[config.mk]
export PLATFORM = sky130hd
export DESIGN_NAME = rssi_avg_engine
export DESIGN_NICKNAME = d
export VERILOG_FILES = /design/src/rtl/rssi_pkg.sv /design/src/rtl/rssi_cal_table.sv /design/src/rtl/rssi_seq.sv /design/src/rtl/rssi_gain_stage.sv /design/src/rtl/rssi_window_acc.sv /design/src/rtl/rssi_avg_engine.sv
export SDC_FILE = /design/constraint.sdc
export NUM_CORES = 2
export LEC_CHECK = 0
export ABC_AREA = 1
export BUFFER_PORTS_ARGS = -buffer_cell sky130_fd_sc_hd__buf_2
export CAP_MARGIN = 20
export CORE_MARGIN = 2
export CORE_UTILIZATION = 30
export CTS_BUF_LIST = sky130_fd_sc_hd__clkbuf_4
export CTS_CLUSTER_DIAMETER = 100
export CTS_CLUSTER_SIZE = 10
export DETAILED_ROUTE_END_ITERATION = 8
export HOLD_SLACK_MARGIN = 0.1
export SLEW_MARGIN = 30
export SYNTH_ARGS = -nofsm -noshare
export SYNTH_HDL_FRONTEND = slang
export SYNTH_SLANG_ARGS = --single-unit
export TNS_END_PERCENT = 50
[constraint.sdc]
create_clock -name clk -period 8.1 [get_ports clk]
set_clock_uncertainty 0.15 [all_clocks]
set_input_delay 0.405 -clock clk [delete_from_list [all_inputs] [get_ports clk]]
set_output_delay 0.405 -clock clk [all_outputs]
set_load 0.1 [all_outputs]
[src/rtl/rssi_pkg.sv]
package rssi_pkg;

  typedef enum logic [1:0] {
    SEQ_IDLE = 2'd0,
    SEQ_CH1  = 2'd1,
    SEQ_CH2  = 2'd2
  } seq_state_e;

  // Exponential default ramp: value doubles every (depth / entry_w) entries.
  function automatic logic [31:0] default_entry(input int idx, input int idx_w, input int entry_w);
    int sh;
    sh = (idx * entry_w) >> idx_w;
    return 32'(1) << sh;
  endfunction

endpackage

[src/rtl/rssi_cal_table.sv]
module rssi_cal_table #(
  parameter int IDX_W   = 7,
  parameter int ENTRY_W = 16
) (
  input  logic               clk,
  input  logic               rst_n,
  input  logic               wr_en,
  input  logic [IDX_W-1:0]   wr_idx,
  input  logic [ENTRY_W-1:0] wr_data,
  input  logic [IDX_W-1:0]   rd_idx,
  output logic [ENTRY_W-1:0] rd_data
);
  localparam int DEPTH = 1 << IDX_W;

  logic [ENTRY_W-1:0] ent_q [DEPTH];
  logic [ENTRY_W-1:0] ent_d [DEPTH];

  for (genvar g = 0; g < DEPTH; g++) begin : g_entry
    localparam logic [ENTRY_W-1:0] DEF = ENTRY_W'(rssi_pkg::default_entry(g, IDX_W, ENTRY_W));
    logic hit;
    assign hit = wr_en && (wr_idx == IDX_W'(g));

    always_comb begin
      ent_d[g] = ent_q[g];
      if (hit) ent_d[g] = wr_data;
    end

    always_ff @(posedge clk or negedge rst_n) begin
      if (!rst_n) ent_q[g] <= DEF;
      else if (hit) ent_q[g] <= ent_d[g];
    end
  end

  assign rd_data = ent_q[rd_idx];

endmodule

[src/rtl/rssi_seq.sv]
module rssi_seq #(
  parameter int WLOG_MAX = 7,
  parameter int WLOG_W   = 3
) (
  input  logic              clk,
  input  logic              rst_n,
  input  logic              start,
  input  logic              smp_valid,
  input  logic [WLOG_W-1:0] win_log,
  output logic              accept,
  output logic              last,
  output logic              ch_sel,
  output logic              busy,
  output logic [WLOG_W-1:0] win_cur
);
  import rssi_pkg::*;

  localparam int CNT_W = WLOG_MAX + 1;

  seq_state_e        st_q, st_d;
  logic [CNT_W-1:0]  cnt_q, cnt_d;
  logic [WLOG_W-1:0] win_q, win_d;
  logic [CNT_W-1:0]  len_m1;

  assign len_m1 = (CNT_W'(1) << win_q) - CNT_W'(1);
  assign busy   = (st_q != SEQ_IDLE);
  assign accept = busy && smp_valid;
  assign last   = accept && (cnt_q == len_m1);
  assign ch_sel = (st_q == SEQ_CH2);
  assign win_cur = win_q;

  always_comb begin
    st_d  = st_q;
    cnt_d = cnt_q;
    win_d = win_q;
    unique case (st_q)
      SEQ_IDLE: begin
        if (start) begin
          st_d  = SEQ_CH1;
          cnt_d = '0;
          win_d = win_log;
        end
      end
      SEQ_CH1: begin
        if (accept) begin
          if (last) begin
            st_d  = SEQ_CH2;
            cnt_d = '0;
          end else begin
            cnt_d = cnt_q + CNT_W'(1);
          end
        end
      end
      SEQ_CH2: begin
        if (accept) begin
          if (last) begin
            st_d  = SEQ_IDLE;
            cnt_d = '0;
          end else begin
            cnt_d = cnt_q + CNT_W'(1);
          end
        end
      end
      default: st_d = SEQ_IDLE;
    endcase
  end

  always_ff @(posedge clk or negedge rst_n) begin
    if (!rst_n) begin
      st_q  <= SEQ_IDLE;
      cnt_q <= '0;
      win_q <= '0;
    end else begin
      st_q  <= st_d;
      cnt_q <= cnt_d;
      win_q <= win_d;
    end
  end

endmodule

[src/rtl/rssi_gain_stage.sv]
module rssi_gain_stage #(
  parameter int ENTRY_W   = 16,
  parameter int GAIN_W    = 8,
  parameter int GAIN_FRAC = 4,
  parameter int PROD_W    = ENTRY_W + GAIN_W - GAIN_FRAC
) (
  input  logic               clk,
  input  logic               rst_n,
  input  logic               in_valid,
  input  logic               in_last,
  input  logic               in_ch,
  input  logic [ENTRY_W-1:0] entry,
  input  logic [GAIN_W-1:0]  gain,
  output logic               out_valid,
  output logic               out_last,
  output logic               out_ch,
  output logic [PROD_W-1:0]  out_prod
);
  localparam int FULL_W = ENTRY_W + GAIN_W;

  logic [FULL_W-1:0] full;
  logic [PROD_W-1:0] prod_d;
  logic              vld_q, last_q, ch_q;
  logic [PROD_W-1:0] prod_q;

  assign full   = FULL_W'(entry) * FULL_W'(gain);
  assign prod_d = PROD_W'(full >> GAIN_FRAC);

  always_ff @(posedge clk or negedge rst_n) begin
    if (!rst_n) begin
      vld_q  <= 1'b0;
      last_q <= 1'b0;
      ch_q   <= 1'b0;
    end else begin
      vld_q  <= in_valid;
      last_q <= in_valid && in_last;
      ch_q   <= in_ch;
    end
  end

  always_ff @(posedge clk or negedge rst_n) begin
    if (!rst_n) prod_q <= '0;
    else if (in_valid) prod_q <= prod_d;
  end

  assign out_valid = vld_q;
  assign out_last  = last_q;
  assign out_ch    = ch_q;
  assign out_prod  = prod_q;

endmodule

[src/rtl/rssi_window_acc.sv]
module rssi_window_acc #(
  parameter int PROD_W = 20,
  parameter int ACC_W  = 27,
  parameter int WLOG_W = 3
) (
  input  logic              clk,
  input  logic              rst_n,
  input  logic              p_valid,
  input  logic              p_last,
  input  logic              p_ch,
  input  logic [PROD_W-1:0] p_prod,
  input  logic [WLOG_W-1:0] win_sh,
  output logic              res_valid,
  output logic [PROD_W-1:0] res1,
  output logic [PROD_W-1:0] res2
);
  logic [ACC_W-1:0]  acc_q, acc_d, sum;
  logic [PROD_W-1:0] hold_q, hold_d;
  logic [PROD_W-1:0] r1_q, r1_d, r2_q, r2_d;
  logic              rv_d, rv_q;
  logic [PROD_W-1:0] avg;

  assign sum = acc_q + ACC_W'(p_prod);
  assign avg = PROD_W'(sum >> win_sh);

  always_comb begin
    acc_d  = acc_q;
    hold_d = hold_q;
    r1_d   = r1_q;
    r2_d   = r2_q;
    rv_d   = 1'b0;
    if (p_valid) begin
      if (p_last) begin
        acc_d = '0;
        if (!p_ch) begin
          hold_d = avg;
        end else begin
          r1_d = hold_q;
          r2_d = avg;
          rv_d = 1'b1;
        end
      end else begin
        acc_d = sum;
      end
    end
  end

  always_ff @(posedge clk or negedge rst_n) begin
    if (!rst_n) begin
      acc_q  <= '0;
      hold_q <= '0;
      r1_q   <= '0;
      r2_q   <= '0;
      rv_q   <= 1'b0;
    end else begin
      acc_q  <= acc_d;
      hold_q <= hold_d;
      r1_q   <= r1_d;
      r2_q   <= r2_d;
      rv_q   <= rv_d;
    end
  end

  assign res_valid = rv_q;
  assign res1      = r1_q;
  assign res2      = r2_q;

endmodule

[src/rtl/rssi_avg_engine.sv]
module rssi_avg_engine #(
  parameter int SMP_W     = 10,
  parameter int IDX_W     = 7,
  parameter int ENTRY_W   = 16,
  parameter int GAIN_W    = 8,
  parameter int GAIN_FRAC = 4,
  parameter int WLOG_MAX  = 7,
  parameter int WLOG_W    = $clog2(WLOG_MAX + 1),
  parameter int PROD_W    = ENTRY_W + GAIN_W - GAIN_FRAC
) (
  input  logic               clk,
  input  logic               rst_n,
  input  logic               tbl_we,
  input  logic [IDX_W-1:0]   tbl_addr,
  input  logic [ENTRY_W-1:0] tbl_wdata,
  input  logic [GAIN_W-1:0]  rssi_gain,
  input  logic [WLOG_W-1:0]  win_log,
  input  logic               meas_start,
  input  logic               smp_valid,
  input  logic [SMP_W-1:0]   smp_code,
  output logic               busy,
  output logic               res_valid,
  output logic [PROD_W-1:0]  res_ch1,
  output logic [PROD_W-1:0]  res_ch2
);
  localparam int ACC_W = PROD_W + WLOG_MAX;

  logic [IDX_W-1:0]   smp_idx;
  logic               unused_low_bits;
  logic [ENTRY_W-1:0] lin_val;
  logic               acc_en, acc_last, acc_ch;
  logic [WLOG_W-1:0]  win_cur;
  logic               g_vld, g_last, g_ch;
  logic [PROD_W-1:0]  g_prod;

  assign smp_idx         = smp_code[SMP_W-1 -: IDX_W];
  assign unused_low_bits = ^smp_code[SMP_W-IDX_W-1:0];

  rssi_cal_table #(.IDX_W(IDX_W), .ENTRY_W(ENTRY_W)) u_tbl (
    .clk(clk), .rst_n(rst_n),
    .wr_en(tbl_we), .wr_idx(tbl_addr), .wr_data(tbl_wdata),
    .rd_idx(smp_idx), .rd_data(lin_val)
  );

  rssi_seq #(.WLOG_MAX(WLOG_MAX), .WLOG_W(WLOG_W)) u_seq (
    .clk(clk), .rst_n(rst_n),
    .start(meas_start), .smp_valid(smp_valid), .win_log(win_log),
    .accept(acc_en), .last(acc_last), .ch_sel(acc_ch),
    .busy(busy), .win_cur(win_cur)
  );

  rssi_gain_stage #(.ENTRY_W(ENTRY_W), .GAIN_W(GAIN_W), .GAIN_FRAC(GAIN_FRAC),
                    .PROD_W(PROD_W)) u_gain (
    .clk(clk), .rst_n(rst_n),
    .in_valid(acc_en), .in_last(acc_last), .in_ch(acc_ch),
    .entry(lin_val), .gain(rssi_gain),
    .out_valid(g_vld), .out_last(g_last), .out_ch(g_ch), .out_prod(g_prod)
  );

  rssi_window_acc #(.PROD_W(PROD_W), .ACC_W(ACC_W), .WLOG_W(WLOG_W)) u_acc (
    .clk(clk), .rst_n(rst_n),
    .p_valid(g_vld), .p_last(g_last), .p_ch(g_ch), .p_prod(g_prod),
    .win_sh(win_cur),
    .res_valid(res_valid), .res1(res_ch1), .res2(res_ch2)
  );

endmodule

==> reports/qor.yml <==
floorplanning:
  dieArea_sq_um: 344000
  die_y_um: 587
  ios: 91
  coreArea_sq_um: 337000
  rows: 213
  die_x_um: 587
  initial_core_util: 0.302
synth:
  synth_seq_cells: 2172
  ys_types: 53
  synth_top_area_frac: 0.502
  ys_async_sr_fraction: 1.00
  yosys.area.top_type: "dfrtp_1"
  synthTopCellsByArea: "dfrtp_1 50%, o21ai_0 16%, nand2_1 10%, nor2_1 4.9%, o22ai_1 3.4%"
  yosys_warnings: 0
  yosysSeqAreaShare: 0.535
  syn_avg_cell_area_sq_um: 8.31
  synth-edff-count: 0
  syn_nets: 12500
  synthCells: 12300
  synth_flop_cell: "dfrtp_1"
  synth_area_sq_um: 102000
sta:
  max_freq_mhz: 136
  setup_viol: 0
  min_period_ns: 7.33
  final_hold_viol_count: 0
  fin_tns_setup_ns: 0
  slew_headroom: 0.300
  rsz0062_at_grt: "false"
  setup_ws_ns: 0.774
  slew_viol_final: 0
  fin_crit_sh: 0.904
  worstMarginPinSlew_ns: 1.04
flow_run:
  cap_violations: 0
detailed_routing:
  drt_wl_total_um: 332000
  drc_errors: 0
  first_pass_iters: 7
  viasPerCell: 5.18
  antenna_left: 0
  drtIter0Drc: 10100
  vias: 85800
  avgRoutedWirePerCell_um: 20.1
placement:
  dp_slack_ns: 0.469
  gp_congestion: 0.885
  post-dp-hpwl_um: 202000
  io_buffer_count: 87
clock_tree:
  cts_setup_buffers: 0
  clkSinkCount: 2172
  cts-root-buf: "clkbuf_4"
  cts_made_buffers: 244
  cts_max_level: 4
  clk_pin_slew_ns: 0.14
  clk_latency_ns: 1.43
  tritoncts: "built"
  clk_path_buf_depth: 4
power_and_ir_drop:
  power_leakage_uw: 0.0486
  power_density_nw_per_um2: 227
  p_total_uw: 25200
  ir_drop_uv: 201
cells_and_area:
  fin_util: 0.329
  fin_nets: 12000
  multi_input_area_sq_um: 42200
  final.fill_count: 35700
  seqCellArea_sq_um: 54500
  area_growth_pct: 9.03
  drive_gt1_frac: 0.0958
worst_setup_path:
  worst-setup-path-type: "flip-flop to flip-flop"
  cp_max_fo: 6
  cp_slowest_stage_delay_ns: 0.62
  critPathArrivalTime_ns: 8.32
  crit_path_end_kind: "flip-flop"
  critPathLaunchType: "flip-flop"
  cp.required_ns: 9.10
  cpMaxStageDelayCell: "dlygate4sd3_1"
grt:
  grt_usage: 0.188
  antenna_found_initial: 18
  grt_pass1_wl_um: 512000
  grt_pass1_vias: 80700
  grt-ovfl-total: 0
  grt_max_degree: 181
hold_path:
  holdCritPathClass: "primary input to flip-flop"
status:
  outcome: "finished, final reports clean"
==> per-layer routing <==
layer,up-vias,track usage,share of wire
li1,40200,-,-
met1,42100,0.267,0.45
met2,2864,0.291,0.44
met3,501,0.0345,0.075
met4,10,0.0544,0.029
met5,-,0,0.00019
==> critical path: cells and delay by family, from the launching register on <==
kind	cells	cell delay, ns
buffers and inverters	8	2.02
AO/OA/AOI/OAI	12	1.87
adder cells (fa/ha/maj)	4	1.53
AND/OR/NAND/NOR	7	0.68
flip-flops	1	0.40
multiplexers	1	0.34
XOR/XNOR	1	0.09
==> flip-flops by register name, summed over array words and instances, names as in the netlist <==
name and flops:
u_tbl.ent_q 2048, u_acc.acc_q 27, u_acc.hold_q 20, u_acc.res1 20
u_acc.res2 20, u_gain.out_prod 20, u_seq.cnt_q 8, u_seq.win_cur 3
u_seq.st_q 2, u_acc.res_valid 1, u_gain.out_ch 1, u_gain.out_last 1
u_gain.out_valid 1
==> cell usage in the layout, fill, tap and decap left out, drive strengths merged, types with 3 or more instances in the layout <==
master,netlist,layout
dfstp,128,128
mux2i,5,5
clkinv,9,9
nor3,26,26
ha,67,67
nand4,5,5
o221ai,13,13
or2,16,16
clkbuf,871,440
inv,215,218
dlygate4sd3,0,78
a31oi,5,5
clkinvlp,0,3
xor2,24,24
diode,0,7
a21o,3,3
o22ai,551,551
fa,85,85
dfrtp,2044,2044
o211ai,20,20
a21oi,53,53
o21bai,7,7
o21ai,3300,3300
nand3,337,337
nor2,1342,1342
xnor2,20,20
nor4,8,8
nand2,2819,2819
buf,234,372
a22o,3,3
o32ai,32,32
==> final timing paths <==
kind | from | end | slack [ns] | cells past startpoint
worst min register to register | u_acc.res2[2] | u_acc.res2[2] | 0.34 | 2
worst min-delay path | smp_code[9] | u_gain.out_prod[2] | 0.17 | 7
min in group asynchronous | rst_n | u_tbl.ent_q[978] | 0.19 | 4
worst max-delay path | u_tbl.ent_q[163] | u_gain.out_prod[15] | 0.77 | 33
max in group asynchronous | rst_n | u_seq.win_cur[2] | 5.45 | 7
worst max register to register | u_tbl.ent_q[163] | u_gain.out_prod[15] | 0.77 | 33
==> area by class of cell <==
type,count,share of cell area
Clock inverter,6,0.000395
Antenna cell,7,0.000158
Tap cell,4515,0.0509
Sequential cell,2172,0.491
Multi-Input combinational cell,8754,0.380
Clock buffer,440,0.0298
Timing Repair Buffer,450,0.0390
Inverter,224,0.00857
==> power breakdown <==
part	total, uW	switching (uW)	leakage (uW)	internal, uW
registers	12400	518	0.0291	11800
logic	6550	4250	0.0174	2300
clock network	6340	3940	0.00204	2400
==> synth_stat cells (3+ instances only) <==
| master | n |
|---|---|
| o21ai_0 | 3162 |
| nand2_1 | 2816 |
| dfrtp_1 | 2044 |
| nor2_1 | 1340 |
| clkbuf_1 | 870 |
| o22ai_1 | 551 |
| nand3_1 | 337 |
| inv_1 | 206 |
| buf_2 | 144 |
| dfstp_2 | 128 |
| o21ai_1 | 125 |
| fa_1 | 85 |
| ha_1 | 67 |
| a21oi_1 | 53 |
| buf_4 | 53 |
| o32ai_1 | 30 |
| nor3_1 | 26 |
| buf_6 | 24 |
| xor2_1 | 24 |
| o211ai_1 | 20 |
| xnor2_1 | 20 |
| o21ai_2 | 13 |
| o221ai_1 | 12 |
| buf_1 | 10 |
| or2_1 | 10 |
| clkinv_1 | 8 |
| inv_2 | 8 |
| nor4_1 | 8 |
| o21bai_1 | 7 |
| or2_2 | 6 |
| a31oi_1 | 5 |
| nand4_1 | 5 |
| a21o_1 | 3 |
| a22o_1 | 3 |
| buf_8 | 3 |
| mux2i_1 | 3 |
| nand2_2 | 3 |
==> kinds of logic (layout without fill, tap and decap cells) <==
kind of cell               after synthesis  count (layout)  share of synthesized area
buffers and inverters                 1329            1120                     0.0549
xor gates and xnor gates                44              44                    0.00379
AOI/OAI and AO/OA                     3998            3998                      0.207
adders and majority gates              152             152                     0.0249
other                                    0               7                          0
muxes                                    5               5                   0.000737
and+or+nand+nor                       4555            4555                      0.173
DFF                                   2172            2172                      0.535
==> metrics by stage <==
step	hold WS (ns)	cells	cell area [sq um]
after floorplan	-0.0406	12300	102000
after global placement	0.240	16000	106000
after detailed placement	0.247	16000	107000
after CTS	0.111	16600	111000
after global routing	0.149	16600	111000
final	0.169	16600	111000
==> timing repair <==
action	CTS	global route
hold endpoints to repair	3158	0
gates resized for setup	0	3
setup endpoints to repair	0	3
hold buffers	81	0
Note: power is estimated with default switching activity, not from simulation.
